===== src/rtl/lfc_pkg.sv =====
`timescale 1ns/1ps
package lfc_pkg;

  localparam int SYM_W = 8;

  localparam logic [SYM_W-1:0] SYM_COMMA = 8'hBC;
  localparam logic [SYM_W-1:0] SYM_TLP_START = 8'hFB;
  localparam logic [SYM_W-1:0] SYM_DLLP_START = 8'h5C;
  localparam logic [SYM_W-1:0] SYM_GOOD_END = 8'hFD;
  localparam logic [SYM_W-1:0] SYM_BAD_END = 8'hFE;
  localparam logic [SYM_W-1:0] SYM_FILL = 8'hF7;

  localparam int ERR_BITS = 6;
  localparam int E_START = 0;
  localparam int E_END = 1;
  localparam int E_ORDER = 2;
  localparam int E_PAD = 3;
  localparam int E_COMMA = 4;
  localparam int E_IDLE = 5;

  typedef enum logic [1:0] {
    LS_IDLE = 2'd0,
    LS_PKT = 2'd1,
    LS_GAP = 2'd2
  } link_state_e;

  typedef struct packed {
    logic start;
    logic stop;
    logic fill;
    logic comma;
    logic data;
  } lane_cls_t;

  // Number of active lanes for a width code: base lanes doubled per step.
  function automatic int lanes_for_code(input logic [1:0] code, input int base,
                                        input int max_lanes);
    int n;
    n = base << code;
    if (n > max_lanes) n = max_lanes;
    return n;
  endfunction

  // Start lane rule: the first start after idle needs lane 0; others need a group boundary.
  function automatic logic start_pos_ok(input int lane, input int group, input logic from_idle);
    if (from_idle) return lane == 0;
    return (lane % group) == 0;
  endfunction

  // End lane rule: the last lane of a lane group.
  function automatic logic end_pos_ok(input int lane, input int group);
    return (lane % group) == (group - 1);
  endfunction

endpackage


===== src/rtl/lfc_position_scan.sv =====
`timescale 1ns/1ps
module lfc_position_scan
  import lfc_pkg::*;
#(
  parameter int LANES = 16,
  parameter int GROUP = 4
) (
  input  lane_cls_t [LANES-1:0] cls_i,
  input  link_state_e           state_i,
  output logic                  start_err_o,
  output logic                  end_err_o,
  output logic                  order_err_o,
  output logic                  pad_err_o,
  output logic [LANES-1:0]      idle_mask_o,
  output link_state_e           state_o
);

  // Walk the lanes in order, carrying packet-open state from lane to lane.
  always_comb begin
    logic open_v;
    logic seen_end_v;
    open_v      = (state_i == LS_PKT);
    seen_end_v  = 1'b0;
    start_err_o = 1'b0;
    end_err_o   = 1'b0;
    order_err_o = 1'b0;
    pad_err_o   = 1'b0;
    idle_mask_o = '0;
    for (int ln = 0; ln < LANES; ln++) begin
      if (cls_i[ln].start) begin
        if (open_v) begin
          order_err_o = 1'b1;
        end else if (!start_pos_ok(ln, GROUP, (state_i == LS_IDLE) && !seen_end_v)) begin
          start_err_o = 1'b1;
        end
        open_v = 1'b1;
      end
      if (cls_i[ln].stop) begin
        if (!open_v) begin
          order_err_o = 1'b1;
        end else if (!end_pos_ok(ln, GROUP)) begin
          end_err_o = 1'b1;
        end
        open_v     = 1'b0;
        seen_end_v = 1'b1;
      end
      if (cls_i[ln].fill && (open_v || !seen_end_v)) begin
        pad_err_o = 1'b1;
      end
      if (cls_i[ln].data && !open_v) begin
        idle_mask_o[ln] = 1'b1;
      end
    end
    if (open_v) begin
      state_o = LS_PKT;
    end else if (|idle_mask_o) begin
      state_o = LS_IDLE;
    end else if (seen_end_v) begin
      state_o = LS_GAP;
    end else begin
      state_o = state_i;
    end
  end

endmodule


===== config.mk =====
export PLATFORM = sky130hd
export DESIGN_NAME = lfc_position_scan
export DESIGN_NICKNAME = d
export VERILOG_FILES = /design/src/rtl/lfc_pkg.sv /design/src/rtl/lfc_position_scan.sv
export SDC_FILE = /design/constraint.sdc
export NUM_CORES = 1
export LEC_CHECK = 0
export CORE_MARGIN = 2
export CORE_UTILIZATION = 39
export DETAILED_ROUTE_END_ITERATION = 8
export PLACE_DENSITY = 0.9
export SLEW_MARGIN = 20
export SYNTH_ARGS = -nofsm -noshare
export SYNTH_HDL_FRONTEND = slang
export SYNTH_SLANG_ARGS = --single-unit

===== constraint.sdc =====
create_clock -name vclk -period 7.3
set_input_delay 1.46 -clock vclk [all_inputs]
set_output_delay 1.46 -clock vclk [all_outputs]
set_load 0.01 [all_outputs]

==> results by group, run 1 <==
Layout
  – Final Instance Area: 0.00235 mm^2
  – Clock buf count: 0
  – Sequential cell area: 0 um^2
  – Layout fillers: around 310
  – Ant diodes: 0
  – Share of cells above drive strength 1: about 2.9%
  – Seq_cells: 0
  – P&R area growth vs syn: 66.0%
  – Nets: 401

Logic synthesis
  – Synth Cell Area: 0.00141 mm^2
  – Largest cells by area after synthesis: a21oi_1, inv_1, nor2_1, nor2b_1, o21ai_0
  – Post-synth top cells: inv_1, nor2_1, a21oi_1, o21ai_0, nor2b_1
  – Synth Instances: approximately 230
  – Area leader, netlist: a21oi_1
  – Syn Nets: 313
  – Synth Warn #: 0
  – Synth top area share: 7.79%
  – Unique masters post-synth: a little over 60
  – Post-synthesis sequential area ratio: 0%
  – Avg Synthesized Cell Area: slightly above 6 um^2

Power
  – Pleak: just under 0.9 nW
  – PwrDens: 58.8 mW/mm^2
  – Maximum VDD drop: slightly above 0.00003 V

Timing
  – Fmax: ~0.15 GHz
  – Pins Over Slew Limit: 0
  – Unrepaired setup endpoints after global routing: false
  – Endpoints failing setup: 0
  – Final Hold Viols: 0
  – Final Cycle Share: 91.7%
  – Slew margin rel.: between 60% and 70%
  – Worst slew pin tran: 0.527 ns
  – Tmin final: ~6.7 ns
  – Worst Hold Margin: 3.91 ns
  – Setup TNS: 0 ns

Setup path
  – CP Data Arrival Time: 5.24 ns
  – Crit path capture: state_o[1]
  – Required @ worst endpoint: between 5 and 6 ns
  – Type of origin of the critical path: input port
  – Worst-path fanout max: 5
  – CP Launch Point: state_i[1]
  – CP Capture Type: output port
  – Crit Path Category: in -> out

Global routing
  – Initial antenna violation count: 0
  – First-pass GRT wire length: 8540 um
  – Vias in the first global route: between 1,500 and 2,000
  – Total GRT Usage: 24.7%
  – Congestion Overflow GR: 0
  – Largest net degree at the start of global routing: 12

Clock tree
  – Post-cts sizing count: 0
  – Setup bufs post-CTS: 0
  – CTS Hold Buffers Added: 0

Floorplanning
  – Starting Density: 41.4%
  – Die span in x: around 64 um
  – Area of the die: approximately 0.0041 mm^2
  – Core box area: around 0.0034 mm^2
  – Cell Rows: 21
  – Die H: ~64 um
  – Boundary Pins: between 100 and 150

Detailed routing
  – DR WL/cell: between 10 and 15 um
  – DRC: 0
  – Iter 0 DRT Violations: between 150 and 200
  – Number of nets with antenna violations after routing: 0
  – DR pass1 iterations: 4
  – Via Count: 2,159
  – Via-per-instance ratio: around 6
  – Drt total wl: approximately 5400 um

Min path
  – Worst Hold Class: in -> out

Placement
  – GP Congestion: around 0.93
  – Final HPWL DP: between 4000 and 5000 um
  – PortBufs: 88
  – Dpl cell area: roughly 0.0023 mm^2

Run status
  – Status: completed

Flow run
  – MaxCap Viol Count: 0
-- worst max-delay path: stages --
cell and delay (ns):
clkdlybuf4s50_1 0.45, nand2b_1 0.18, ha_1 0.23, o21ba_2 0.25
or4_4 0.47, and3_1 0.22, or3_1 0.35, nor3_1 0.19
nand4bb_1 0.17, nor4_1 0.39, nor4b_1 0.28, clkdlybuf4s50_1 0.58
-- placed cells by master, fill, tap and decap left out, drive strengths merged, types with 2 or more instances in the layout --
cell type,instances
ha,2
or3,3
inv,27
or4b,2
o221ai,2
nor4,4
a31oi,3
o21ai,16
o32ai,2
mux2i,2
o31ai,4
o211ai,2
nand3,4
o311ai,2
o22ai,3
o2111ai,3
nor4b,2
or4,3
a21o,3
a21boi,2
o21a,5
clkdlybuf4s50,88
a2111oi,2
nand2,12
nand4,3
nor2,27
nand2b,4
nor3,7
a21oi,22
a221oi,3
and2,5
nor2b,15
and3,3
nand3b,2
a211oi,4
-- per-layer routing --
metal	wire length [um]	global-route usage, %	vias to the layer above
met4	82	4.52	0
met1	2330	33.2	990
li1	-	-	1053
met3	426	2.11	8
met2	2530	43.1	108
met5	0	0	-
-- report_power, final --
| part | total (mW) | internal, mW | switching (mW) |
|---|---|---|---|
| clock network | 0 | 0 | 0 |
| registers | 0 | 0 | 0 |
| logic | 0.138 | 0.0730 | 0.0650 |
| total | 0.138 | 0.0730 | 0.0650 |
-- final cells by class --
cell class	instances	area, um^2	area share [%]
inverters	27	101	4.32
repair buffers	89	888	37.8
multi-input cells	199	1300	55.4
well taps	46	57.6	2.45
-- kinds of logic (layout without fill, tap and decap cells) --
kind of cell             after synthesis  in the layout  synth area share, %
adder cells (fa/ha/maj)                3              3                 2.48
AO/OA/AOI/OAI                         92             92                 48.0
AND/OR/NAND/NOR                      101            101                 39.3
multiplexers                           3              3                 2.21
buffers and inverters                 30            116                 8.05
-- stage by stage --
stage	setup slack (ns)	power (mW)	util [%]	std cells
after global routing	0.469	0.149	68.7	361
after global placement	0.659	0.135	68.7	361
after detailed placement	0.620	0.136	68.7	361
after floorplan	1.86	0.0632	-	229
final	0.603	0.138	68.7	361
after CTS	0.596	0.137	68.7	361
-- worst min path at each step --
stage               slack, ns  startpoint              end  depth (start not counted)
global placement         3.92   cls_i[45]   idle_mask_o[9]                          3
finish                   3.91   cls_i[25]   idle_mask_o[5]                          3
floorplan                3.03    cls_i[5]   idle_mask_o[1]                          1
detailed placement       3.92   cls_i[25]   idle_mask_o[5]                          3
global route             3.94   cls_i[50]  idle_mask_o[10]                          3
CTS                      3.92   cls_i[25]   idle_mask_o[5]                          3
Note: power is estimated with default switching activity, not from simulation.
==> run 2, diff against run 1 <==
ABC_CLOCK_PERIOD_IN_PS = 7300   (was unset)
==> results of run 2 <==
Final layout, timing and power as in run 1 (identical DEF).
==> run 3, diff against run 2 <==
ABC_CLOCK_PERIOD_IN_PS = unset   (was 7300)
==> results of run 3 <==
Final layout, timing and power as in run 1 (identical DEF).
